<file path="src/rtl/lum_quantizer.sv">
module lum_quantizer #(
  parameter int IN_W  = 18,
  parameter int OUT_W = 11,
  parameter int FW    = 16,
  parameter int GAIN  = 12,
  parameter int SFRAC = 16,
  parameter int unsigned SPOST [8] = '{23170, 16705, 17734, 19705, 23170, 29490, 42814, 83981},
  parameter int unsigned QLUM [64] = '{
    16, 11, 10, 16, 24, 40, 51, 61,
    12, 12, 14, 19, 26, 58, 60, 55,
    14, 13, 16, 24, 40, 57, 69, 56,
    14, 17, 22, 29, 51, 87, 80, 62,
    18, 22, 37, 56, 68,109,103, 77,
    24, 35, 55, 64, 81,104,113, 92,
    49, 64, 78, 87,103,121,120,101,
    72, 92, 95, 98,112,100,103, 99}
) (
  input  logic                    clk,
  input  logic                    rst_n,
  input  logic                    in_valid,
  input  logic                    in_sof,
  input  logic signed [IN_W-1:0]  in_coef,
  output logic                    out_valid,
  output logic                    out_sof,
  output logic [5:0]              out_pos,
  output logic signed [OUT_W-1:0] out_q
);
  localparam int PW    = IN_W + FW + 1;
  localparam int SHIFT = 2*SFRAC - GAIN;
  localparam longint POS_LIM = (64'sd1 <<< (OUT_W-1)) - 1;
  localparam longint NEG_LIM = (64'sd1 <<< (OUT_W-1));

  function automatic logic [FW-1:0] factor_of(input int p);
    longint num, den;
    num = longint'(SPOST[p/8]) * longint'(SPOST[p%8]);
    den = longint'(QLUM[p]) <<< SHIFT;
    return FW'((num + den/2) / den);
  endfunction

  logic [FW-1:0] rom [64];
  for (genvar g = 0; g < 64; g++) begin : g_rom
    assign rom[g] = factor_of(g);
  end

  logic [5:0] cnt;
  wire  [5:0] pos_now = in_sof ? 6'd0 : cnt;

  always_ff @(posedge clk or negedge rst_n)
    if (!rst_n) cnt <= '0;
    else if (in_valid) cnt <= pos_now + 6'd1;

  logic                 s1_valid, s1_sof;
  logic [5:0]           s1_pos;
  logic signed [PW-1:0] s1_prod;

  always_ff @(posedge clk or negedge rst_n)
    if (!rst_n) begin
      s1_valid <= 1'b0;
      s1_sof   <= 1'b0;
      s1_pos   <= '0;
      s1_prod  <= '0;
    end else begin
      s1_valid <= in_valid;
      s1_sof   <= in_valid & in_sof;
      s1_pos   <= pos_now;
      s1_prod  <= PW'(in_coef) * $signed({1'b0, rom[pos_now]});
    end

  logic              neg;
  logic [PW-1:0]     mag, rnd;
  logic signed [OUT_W-1:0] sat;

  always_comb begin
    neg = s1_prod[PW-1];
    mag = neg ? PW'(-s1_prod) : PW'(s1_prod);
    rnd = (mag + (PW'(1) << (GAIN-1))) >> GAIN;
    if (!neg) sat = (rnd > PW'(POS_LIM)) ? OUT_W'(POS_LIM) : OUT_W'(rnd);
    else      sat = (rnd > PW'(NEG_LIM)) ? OUT_W'(-NEG_LIM) : OUT_W'(-rnd);
  end

  always_ff @(posedge clk or negedge rst_n)
    if (!rst_n) begin
      out_valid <= 1'b0;
      out_sof   <= 1'b0;
      out_pos   <= '0;
      out_q     <= '0;
    end else begin
      out_valid <= s1_valid;
      out_sof   <= s1_sof;
      out_pos   <= s1_pos;
      out_q     <= sat;
    end

  AST_VALID_LATENCY: assert property (@(posedge clk) disable iff (!rst_n)
    in_valid |-> ##2 out_valid);
  AST_IDLE_LATENCY: assert property (@(posedge clk) disable iff (!rst_n)
    !in_valid |-> ##2 !out_valid);
  AST_SOF_QUALIFIED: assert property (@(posedge clk) disable iff (!rst_n)
    out_sof |-> out_valid);
  AST_SOF_POS_ZERO: assert property (@(posedge clk) disable iff (!rst_n)
    (in_valid && in_sof) |-> ##2 (out_sof && out_pos == 6'd0));
  AST_ZERO_IN_ZERO_OUT: assert property (@(posedge clk) disable iff (!rst_n)
    (in_valid && in_coef == '0) |-> ##2 (out_q == '0));
  AST_SIGN_KEPT: assert property (@(posedge clk) disable iff (!rst_n)
    (in_valid && !in_coef[IN_W-1]) |-> ##2 !out_q[OUT_W-1]);
  AST_POS_STEP: assert property (@(posedge clk) disable iff (!rst_n)
    (in_valid && !in_sof) |=> (s1_pos == $past(cnt)));
endmodule

</file>
<file path="config.mk">
export PLATFORM = sky130hd
export DESIGN_NAME = lum_quantizer
export DESIGN_NICKNAME = d
export VERILOG_FILES = /design/src/rtl/lum_quantizer.sv
export SDC_FILE = /design/constraint.sdc
export NUM_CORES = 1
export LEC_CHECK = 0
export ABC_AREA = 1
export BUFFER_PORTS_ARGS = -buffer_cell sky130_fd_sc_hd__buf_2
export CORE_ASPECT_RATIO = 2
export CORE_MARGIN = 2
export CORE_UTILIZATION = 58
export CTS_BUF_LIST = sky130_fd_sc_hd__clkbuf_8 sky130_fd_sc_hd__clkbuf_16
export CTS_CLUSTER_DIAMETER = 200
export DETAILED_ROUTE_END_ITERATION = 8
export GPL_TIMING_DRIVEN = 0
export PLACE_DENSITY = 0.76
export SLEW_MARGIN = 10
export SYNTH_ARGS = -nofsm -noshare
export SYNTH_HDL_FRONTEND = slang
export SYNTH_SLANG_ARGS = --single-unit
</file>
<file path="constraint.sdc">
create_clock -name clk -period 11.7 [get_ports clk]
set_clock_uncertainty 0.05 [all_clocks]
set_input_delay 1.17 -clock clk [delete_from_list [all_inputs] [get_ports clk]]
set_output_delay 1.17 -clock clk [all_outputs]
set_load 0.1 [all_outputs]
</file>
Word level (Yosys, flattened, before mapping)
Memories as Yosys holds them, arrays and structs flattened. Index checks and enable logic that the tools add are counted.

Flip-flop bits (word level): 68. Memory bits (read-only): 1024. Output and inout port bits: 19. Logic and storage cells: 27. Memories kept: 1.

Memories: (no name shown) (depth 64, bits a word 16, read ports 1, clocked after Yosys merged registers in 0, wr ports 0, RTL line 66) `s1_prod <= PW'(in_coef) * $signed({1'b0, rom[pos_now]});`.

$add $sub $neg: 4. $mul: 1. Order comparisons: 3. Multiplexer cells: 7. Bitwise gates (word level): 2.

Operator list (count): $add 35x12->35 const B (1); $mul 18x17->35 (1); $mux 35 (1); $neg 35->35 (1); $mux 11 (3); $mux 16 (2); $gt 23x10->1 const B (1); $gt 23x11->1 const B (1); $neg 11->11 (1); $ge 7x7->1 const B (1); $not 6->7 (1); $add 6x1->6 const B (1); $mux 6 (1); $and 1x1->1 (1).

Longest topological paths before layout
Gate-level depths: netlist (run 1).

Depth after elaboration: 6. Mapped depth: 40. Mapped depth without buffers: 39.

Worst setup path after synthesis (run 1)
Ideal clock, no wire load.

Path type: in2reg. Start point: input port in_sof. End point: register s1_prod[28]. Library setup time: 0.137 ns. Arrival time: 7.399 ns. Slack: 4.115 ns. Stages: 30. Buffers on the path: 2. Cells stage by stage: clkbuf_1 -> nor2_1 -> inv_1 -> ha_1 -> nor2_1 -> inv_1 -> nand2_1 -> o211ai_1 -> o311ai_0 -> nand2_1 -> clkbuf_1 -> nor2_1 -> fa_1 -> fa_1 -> ha_1 -> fa_1 -> ha_1 -> inv_1 -> fa_1 -> inv_1 -> ha_1 -> a21oi_1 -> o21ai_0 -> a21oi_1 -> inv_1 -> a31oi_1 -> o21ai_1 -> a31oi_1 -> o21ai_1 -> xor2_1.

Cells in the longest elaborated chain, start to end: 6.

RTL lines: from (decl) (RTL line 21) `input logic in_sof,`; $mux 6 (RTL line 46) `wire [5:0] pos_now = in_sof ? 6'd0 : cnt;`; via pos_now[1] (RTL line 46); $not 6->7 (implied by the code) (RTL line 66); $mem_v2 64x16; $mux 16 (implied by the code) (2 in a row) (RTL line 66); $mul 18x17->35 (RTL line 66); to (signal assigned) (RTL line 66); to (decl) (RTL line 54) `logic signed [PW-1:0] s1_prod;`.

The timed path passes the listed nets, and every way through them passes these cells. The select of a mux whose other input is x is not followed. A chain may end at the register's enable or synchronous reset.

Worst setup path after layout (run 1)
Ends and elaborated chain as after synthesis.

==> metrics.csv, run 1 <==
metric,value,unit
status,"complete, no violations",
DP Wirelength,20.9,mm
ys async rst share,100,%
routed vias/inst,5.31,
Row Count,68,
Hold/Removal Path Class,reg -> reg,
number of synthesized flops with an enable pin,0,
antenna cells,0,
clock root cell,clkbuf_16,
sequential share of the synthesized area,16.5,%
layout filler cell count,1598,
peak supply drop,0.000100,V
Slew headroom,46.6,%
Cell Int Power,1150,uW
Max Slew Vio Count,0,
clk buf depth,2,
Critical-path top delay cell,fa_1,
worst r2r src,cnt[1],
clock sink total,68,
CP required,11.86,ns
Placer Congestion,0.915,
Period minus WS final,8.76,ns
Met1 Wirelength,8.21,mm
Area contributors post-synth,"fa_1 (18%), dfrtp_1 (17%), ha_1 (15%), inv_1 (11%), nand2_1 (11%)",
Yosys top cell by area,fa_1,
FF-to-FF End,s1_prod[28],
Mapped Nets,1668,
largest net degree at the start of global routing,69,
met2 wire len,13.7,mm
design area,0.0111,mm2
Net Sw Power,1480,uW
worst-skew pair later-pin latency,0.33,ns
Worst Setup EP,s1_prod[28],
share of layout cells above drive strength 1,8.69,%
met3 wire length,666,um
"antenna viol nets, final",0,
DRT Pass-1 Iters,7,
CP most frequent cell,inv_1,
sw frac,56.3,%
hold_buf cts,0,
Yosys top cell area share,18.3,%
yosys warns,0,
Seq pwr share,15.0,%
CTS tree,yes,
max_cap viols,0,
Critical Path Start,in_sof,
I/O pin count,41,
Layout area overhead,7.47,%
Initial Utilization,59.3,%
highest routed layer,met4,
Post-Syn Area per Cell,7.19,um2
Post-CTS Setup Inserts,0,
Pwr per Cell Area,238,mW/mm2
Buffers on Ports,39,
global-route wire length before repair,41.4,mm
worst-margin pin slew,0.801,ns
1st-iter DRT viols,279,
Seq cells post-synth,68,
Hold Slack,0.298,ns
FMAX,114,MHz
Total Power,2630,uW
crit path DAT,8.92,ns
Worst-path clk slew,0.06,ns
Die W,98.2,um
"Hold Vio Cnt, Final",0,
via count,8995,
nature of the critical path endpoint,flop,
setup_tns,0,ns
Final setup viols,0,
Die H,192,um
Netlist cell types,42,
Core ar.,0.0174,mm2
DRC errors left,0,
Nets,1718,
grt total ovfl,0,
vias in the first global route,9495,
synthesized cell area,0.0103,mm2
Cells after Synth,1430,
worst-path maximum fanout,10,
R2R depth,30,
Final Cycle Share,74.9,%
WS Path Type,in -> reg,
placed cell areas,0.0107,mm2
GRT Total Usage,27.1,%
final core utilization,63.7,%
post-CTS resize count,0,
FF-to-FF setup slack,3.58,ns
total wire length,24.1,mm
Clock power frac,10.6,%
"slowest stage delay, CP",0.57,ns
Wirelength per Cell,14.2,um
nature of the critical path startpoint,primary input,
TritonCTS Buffers,9,
initial antenna violation count,0,
Leak,0.00621,uW
"Top FF cell, synth",dfrtp_1,
die area,0.0189,mm2
Comb pwr share,74.4,%
H-tree levels,3,
RSZ-0062 raised after global routing,no,
==> worst min-delay path by stage <==
stage	startpoint	end	slack (ns)	depth (start not counted)
after floorplan	s1_pos[0]	out_pos[0]	0.28	0
after global placement	s1_pos[3]	out_pos[3]	0.28	0
after detailed placement	s1_pos[2]	out_pos[2]	0.28	0
after CTS	s1_pos[2]	out_pos[2]	0.30	0
after global routing	s1_pos[1]	out_pos[1]	0.31	0
final	s1_pos[2]	out_pos[2]	0.30	0
==> cell type report <==
type	instances	area, um2	share of cell area (%)
clock inverters	7	82.6	0.747
clock buffers	9	225	2.04
multi-input cells	1037	7360	66.6
plain buffers	21	86.3	0.781
well taps	210	263	2.38
inverters	304	1140	10.3
flip-flops and latches	68	1700	15.4
repair buffers	39	198	1.79
==> cell usage after synthesis, types with 2 or more instances <==
cell,count
nand3_1,77
o21ai_1,4
inv_1,295
a21oi_1,47
clkbuf_1,14
nand3_2,7
o221ai_1,3
o21bai_1,3
nor3_1,5
o21ai_0,37
xnor2_1,11
nand2_4,5
a21o_1,3
dfrtp_1,68
nand3b_1,9
o2111ai_1,3
xor2_1,28
o211ai_1,2
ha_1,122
o311ai_0,3
o21a_1,2
clkinv_1,3
nor2_1,206
a31oi_1,5
nor2_2,21
buf_2,6
fa_1,94
nand4_1,10
nor2_4,7
o22ai_1,4
nand2_1,291
nand2_2,19
inv_2,6
nor4_1,2
==> cells by family after synthesis <==
kind of cell | share of synthesized area, %
flops | 16.5
compound gates | 6.48
xor+xnor | 3.48
simple gates | 28.4
fa+ha+maj | 33.1
buf+inv | 11.9
==> per-layer routing <==
layer,global-route usage [%],vias up
met5,0,-
li1,-,4494
met4,16.5,0
met3,1.70,87
met2,55.7,231
met1,25.2,4183
==> layout by cell type, fill, tap and decap left out, types with 4 or more instances in the layout <==
| cell type | instances |
|---|---|
| a21oi_1 | 47 |
| a31oi_1 | 5 |
| buf_2 | 44 |
| clkbuf_1 | 14 |
| clkbuf_16 | 9 |
| dfrtp_1 | 68 |
| fa_1 | 94 |
| ha_1 | 122 |
| inv_1 | 295 |
| inv_2 | 6 |
| nand2_1 | 291 |
| nand2_2 | 19 |
| nand2_4 | 5 |
| nand3_1 | 77 |
| nand3_2 | 7 |
| nand3b_1 | 9 |
| nand4_1 | 10 |
| nor2_1 | 206 |
| nor2_2 | 21 |
| nor2_4 | 7 |
| nor3_1 | 5 |
| o21ai_0 | 37 |
| o21ai_1 | 4 |
| o22ai_1 | 4 |
| xnor2_1 | 11 |
| xor2_1 | 28 |
==> stage by stage <==
stage	cells	setup slack, ns
detailed placement	1679	2.60
finish	1695	2.94
CTS	1695	2.97
global route	1695	2.44
global placement	1679	2.75
floorplan	1430	4.11
==> flip-flops by register name (all words and copies together), names as in the netlist <==
signal and count:
s1_valid 1, out_sof 1, out_q 11, out_pos 6
cnt 6, s1_pos 6, s1_prod 35, out_valid 1
s1_sof 1
==> power groups by stage <==
stage / registers (uW) / logic, uW / clock network [uW]
after floorplan: 537 / 1430 / 0
after global placement: 398 / 1920 / 0
after detailed placement: 399 / 1960 / 0
after CTS: 396 / 1970 / 283
after global routing: 408 / 2260 / 291
final: 396 / 1960 / 279
==> worst max-delay path, delay by kind of cell <==
kind	cells	cell delay, ns
compound gates	9	1.88
xor+xnor	1	0.18
fa+ha+maj	8	3.29
buf+inv	7	1.17
simple gates	5	1.22
No activity file was read; power rests on OpenSTA's default activity.
==> run 2, diff against run 1 <==
--- a/config.mk
+++ b/config.mk
@@ -14,7 +14,7 @@
 export CTS_CLUSTER_DIAMETER = 200
 export DETAILED_ROUTE_END_ITERATION = 8
 export GPL_TIMING_DRIVEN = 0
-export PLACE_DENSITY = 0.76
+export PLACE_DENSITY = 0.79
 export SLEW_MARGIN = 10
 export SYNTH_ARGS = -nofsm -noshare
 export SYNTH_HDL_FRONTEND = slang
==> constraint.sdc (replaced) <==
create_clock -name clk -period 7.5 [get_ports clk]
set_clock_uncertainty 0.05 [all_clocks]
set_input_delay 0.75 -clock clk [delete_from_list [all_inputs] [get_ports clk]]
set_output_delay 0.75 -clock clk [all_outputs]
set_load 0.1 [all_outputs]
==> run 2 against run 1 <==
Total power is 58% higher. First-iteration DRC count is 0.36% lower. Clock-buffer cell count stayed put. Via count is 0.38% higher. Design area is 1.2% higher. Register-to-register slack worse by 3.0 ns. Final cell count is 0.41% higher. Wire length is 2.0% higher.
==> metrics.csv, run 2 (synthesized netlist as in run 1, its figures left out) <==
metric,value,unit,change
largest net degree at the start of global routing,69,,unchanged
share of layout cells above drive strength 1,10.5,%,+1.8 points
Biggest register,s1_prod,,
Row Count,68,,unchanged
initial antenna violation count,0,,unchanged
1st-iter DRT viols,278,,-0.36%
nature of the critical path startpoint,primary input,,
H-tree levels,3,,unchanged
total wire length,24.6,mm,+2.0%
worst-path maximum fanout,10,,unchanged
Period minus WS final,7.09,ns,
I/O pin count,41,,unchanged
placed cell areas,0.0107,mm2,unchanged
WS Path Type,in -> reg,,
DP Wirelength,20.9,mm,+0.22%
Slew headroom,46.2,%,-0.44 points
Die H,192,um,unchanged
Buffers on Ports,39,,unchanged
worst-margin pin slew,0.808,ns,+0.00663 ns
Pwr per Cell Area,373,mW/mm2,+57%
routed vias/inst,5.30,,about the same
Multi-input gate area,0.00741,mm2,+0.78%
Setup WS pre-CTS,-1.16,ns,-3.76 ns
clock root cell,clkbuf_16,,
status,"complete, no violations",,
Hold/Removal Path Class,reg -> reg,,
Met1 Wirelength,8.21,mm,about the same
"antenna viol nets, final",0,,unchanged
Worst-path clk slew,0.06,ns,about the same
"Hold Vio Cnt, Final",0,,unchanged
"commonest non-fill, non-tap cell in the layout",inv_1,,
Max Slew Vio Count,0,,unchanged
Final setup viols,0,,unchanged
Nets,1725,,+0.41%
Placer Congestion,0.958,,+4.7%
Die W,98.2,um,unchanged
design area,0.0112,mm2,+1.2%
CTS tree,yes,,
crit path DAT,7.30,ns,-1.62 ns
hold_buf cts,0,,unchanged
worst-skew pair later-pin latency,0.34,ns,about the same
nature of the critical path endpoint,flop,,
top flop regs,"s1_prod (35), out_q (11)",,
GRT Total Usage,27.4,%,+0.21 points
CP required,7.71,ns,-4.15 ns
clock sink total,68,,unchanged
DRT Pass-1 Iters,4,,-3
"slowest stage delay, CP",0.53,ns,-0.04 ns
highest routed layer,met4,,
DRC errors left,0,,unchanged
"non-filler cells, final",1702,,+0.41%
RSZ-0062 raised after global routing,no,,
TritonCTS Buffers,9,,unchanged
Final Cycle Share,94.6,%,
final core utilization,64.4,%,+0.74 points
peak supply drop,0.000176,V,+76%
layout filler cell count,1613,,+0.94%
Initial Utilization,59.3,%,unchanged
max_cap viols,0,,unchanged
Critical-path top delay cell,fa_1,,
max FFs per register,35,,unchanged
antenna cells,0,,unchanged
most frequent cells in the layout,"inv_1 (294), nand2_1 (290), nor2_1 (201)",,
global-route wire length before repair,41.8,mm,+0.87%
Leak,0.00627,uW,+0.97%
Wirelength per Cell,14.4,um,+1.6%
FMAX,141,MHz,
met2 wire len,13.9,mm,+0.95%
placed insts,1679,,unchanged
CP most frequent cell,ha_1,,
grt total ovfl,0,,unchanged
Layout area overhead,8.72,%,
clk buf depth,2,,unchanged
Register Area,0.00170,mm2,unchanged
vias in the first global route,9511,,+0.17%
met3 wire length,664,um,-0.30%
die area,0.0189,mm2,unchanged
PnR worst setup slack,0.409,ns,-2.53 ns
Core ar.,0.0174,mm2,unchanged
via count,9029,,+0.38%
==> run 2: path summary, 6_finish.rpt <==
kind | start | end | slack (ns) | depth (start not counted)
max | in_sof | s1_prod[28] | 0.41 | 33
min | s1_pos[0] | out_pos[0] | 0.30 | 0
max reg2reg | cnt[2] | s1_prod[28] | 0.55 | 31
min reg2reg | s1_pos[0] | out_pos[0] | 0.30 | 0
max in group asynchronous | rst_n | s1_prod[30] | 6.42 | 1
min in group asynchronous | rst_n | s1_prod[7] | 0.45 | 1
==> run 2: power by group <==
part           internal, uW  switching, uW
clock                   262            176
combinational          1030           2080
sequential              523            103
total                  1820           2360
==> run 2: area by class of cell <==
| cell class | count | share of cell area [%] |
|---|---|---|
| plain buffers | 21 | 0.906 |
| multi-input cells | 1037 | 66.3 |
| clock inverters | 7 | 0.716 |
| clock buffers | 9 | 2.01 |
| repair buffers | 46 | 2.24 |
| flip-flops and latches | 68 | 15.2 |
| inverters | 304 | 10.3 |
| well taps | 210 | 2.35 |
==> run 2: critical path: cells and delay by family <==
kind | cells | cell delay [ns]
adders and majority gates | 8 | 2.99
and+or+nand+nor | 11 | 1.30
AOI/OAI and AO/OA | 6 | 1.16
buffers and inverters | 7 | 0.91
xor gates and xnor gates | 1 | 0.16
==> run 2: what timing repair did <==
| action | in CTS | in global routing |
|---|---|---|
| endpoints found under the setup margin | 16 | 10 |
| gates resized for setup | 13 | 19 |
| buffers inserted | 1 | 6 |
| pin swaps | 1 | 1 |
==> run 2: per-layer routing <==
layer	GRT usage [%]	vias up
li1	-	4497
met1	24.7	4229
met2	55.5	193
met3	2.50	110
met4	18.5	0
met5	0	-
==> run 2: metrics by stage <==
| step | total power [uW] | hold WS, ns | TNS [ns] |
|---|---|---|---|
| floorplan | 3080 | 0.281 | 0 |
| global placement | 3600 | 0.282 | -11.37 |
| detailed placement | 3700 | 0.285 | -13.73 |
| CTS | 4160 | 0.299 | 0 |
| global route | 4650 | 0.301 | 0 |
| finish | 4170 | 0.297 | 0 |
==> run 3, diff against run 2 <==
--- a/config.mk
+++ b/config.mk
@@ -15,6 +15,7 @@
 export DETAILED_ROUTE_END_ITERATION = 8
 export GPL_TIMING_DRIVEN = 0
 export PLACE_DENSITY = 0.79
+export RECOVER_POWER = 50
 export SLEW_MARGIN = 10
 export SYNTH_ARGS = -nofsm -noshare
 export SYNTH_HDL_FRONTEND = slang
==> run 3 against run 2 <==
The flow now finishes with violations (capacitance limit, slew limit). Critical path depth did not move. Hold slack lost 0.00061 ns. Design area is essentially flat. Total power hardly changed. Clock-buffer cell count unchanged. Via count is essentially flat.
==> metrics.csv, run 3 (synthesized netlist as in run 1, its figures left out) <==
metric,value,unit,change
clock root cell,clkbuf_16,,
Pwr per Cell Area,373,mW/mm2,about the same
die area,0.0189,mm2,unchanged
worst-path maximum fanout,10,,unchanged
nature of the critical path startpoint,primary input,,
CTS tree,yes,,
total wire length,24.6,mm,about the same
worst-skew pair later-pin latency,0.34,ns,about the same
Placer Congestion,0.958,,unchanged
grt met1 use,24.7,%,unchanged
nature of the critical path endpoint,flop,,
GRT Total Usage,27.4,%,unchanged
top flop regs,"s1_prod (35), out_q (11)",,
1st-iter DRT viols,278,,unchanged
WS Path Type,in -> reg,,
largest net degree at the start of global routing,69,,unchanged
Nets,1725,,unchanged
Row Count,68,,unchanged
"commonest non-fill, non-tap cell in the layout",inv_1,,
global-route wire length before repair,41.8,mm,unchanged
Multi-input gate area,0.00741,mm2,unchanged
CP required,7.71,ns,about the same
share of layout cells above drive strength 1,10.5,%,-0.067 points
CP most frequent cell,ha_1,,
via count,9030,,+0.011%
Final Cycle Share,94.6,%,about the same
I/O pin count,41,,unchanged
DRC errors left,0,,unchanged
Biggest register,s1_prod,,
worst-margin pin slew,3.41,ns,+2.60 ns
peak supply drop,0.000176,V,about the same
TritonCTS Buffers,9,,unchanged
Core ar.,0.0174,mm2,unchanged
max FFs per register,35,,unchanged
Max Slew Vio Count,69,,+69
placed insts,1679,,unchanged
Leak,0.00627,uW,about the same
max_cap viols,1,,+1
"non-filler cells, final",1702,,unchanged
"antenna viol nets, final",0,,unchanged
crit path DAT,7.30,ns,about the same
clk buf depth,2,,unchanged
failing checks,"capacitance limit, slew limit",,
initial antenna violation count,0,,unchanged
Period minus WS final,7.09,ns,-0.00000200 ns
final core utilization,64.4,%,about the same
Die W,98.2,um,unchanged
placed cell areas,0.0107,mm2,unchanged
DP Wirelength,20.9,mm,unchanged
Total Power,4170,uW,about the same
"Hold Vio Cnt, Final",0,,unchanged
hold_buf cts,0,,unchanged
Final setup viols,0,,unchanged
Worst-path clk slew,0.06,ns,about the same
layout filler cell count,1613,,unchanged
DRT Pass-1 Iters,4,,unchanged
Critical-path top delay cell,fa_1,,
Buffers on Ports,39,,unchanged
routed vias/inst,5.31,,about the same
RSZ-0062 raised after global routing,no,,
vias in the first global route,9511,,unchanged
Register Area,0.00170,mm2,unchanged
Layout area overhead,8.69,%,about the same
Slew headroom,-127,%,-170 points
GR Layer Usage met2,55.5,%,unchanged
Die H,192,um,unchanged
design area,0.0112,mm2,about the same
met3 Resource Use GR,2.50,%,unchanged
status,finished with violations,,
most frequent cells in the layout,"inv_1 (294), nand2_1 (290), nor2_1 (201)",,
Initial Utilization,59.3,%,unchanged
grt total ovfl,0,,unchanged
Wirelength per Cell,14.4,um,about the same
H-tree levels,3,,unchanged
gr busiest metal,met2,,
antenna cells,0,,unchanged
Hold/Removal Path Class,reg -> reg,,
FMAX,141,MHz,unchanged
"slowest stage delay, CP",0.53,ns,about the same
clock sink total,68,,unchanged
setup_tns,0,ns,unchanged
[run 3: cell types whose count changed in the layout (fill, tap and decap cells not counted)]
cell / previous run / this run
clkbuf_1: 8 / 9
buf_4: 8 / 7
[run 3: what timing repair did]
| item | 4_1_cts | 5_1_grt |
|---|---|---|
| setup buffers | 1 | 6 |
| pin swaps | 1 | 1 |
| gates resized for setup | 13 | 19 |
| endpoints found under the setup margin | 16 | 10 |
[run 3: per-layer routing]
metal	part of all wire [%]	vias to the layer above	wire, um
li1	-	4497	-
met1	33	4230	8210
met2	56	193	13900
met3	2.7	110	667
met4	7.5	0	1850
met5	0	-	0
[run 3: path summary, 6_finish.rpt]
| path | startpoint | to | slack [ns] | cells past startpoint |
|---|---|---|---|---|
| worst max-delay path | in_sof | s1_prod[28] | 0.41 | 33 |
| worst max register to register | cnt[2] | s1_prod[28] | 0.55 | 31 |
| worst min register to register | s1_pos[0] | out_pos[0] | 0.30 | 0 |
| max in group asynchronous | rst_n | s1_prod[30] | 3.97 | 1 |
| min in group asynchronous | rst_n | s1_prod[7] | 1.51 | 1 |
| worst min-delay path | s1_pos[0] | out_pos[0] | 0.30 | 0 |
[run 3: where the power goes]
part           internal [uW]  total [uW]  switching [uW]  leakage [uW]
sequential               523         626             103      0.000831
clock                    262         438             176      0.000143
combinational           1030        3110            2080       0.00529
total                   1820        4170            2360       0.00627
[run 3: cell type report]
class	instances	area share [%]
buffer	21	0.907
clock buffer	9	2.01
inverter	304	10.3
clock inverter	7	0.716
sequential	68	15.2
timing repair buffer	46	2.20
tap	210	2.35
multi-input combinational	1037	66.3
[run 3: critical path: cells and delay by family]
kind | cells | cell delay (ns)
adder cells (fa/ha/maj) | 8 | 2.99
AND/OR/NAND/NOR | 11 | 1.30
AO/OA/AOI/OAI | 6 | 1.16
buffers and inverters | 7 | 0.91
XOR/XNOR | 1 | 0.16
[run 3: through the flow]
stage	setup slack, ns	hold WS [ns]
after floorplan	0.335	0.281
after global placement	-1.02	0.282
after detailed placement	-1.16	0.285
after CTS	0.0523	0.299
after global routing	0.0164	0.301
final	0.409	0.297
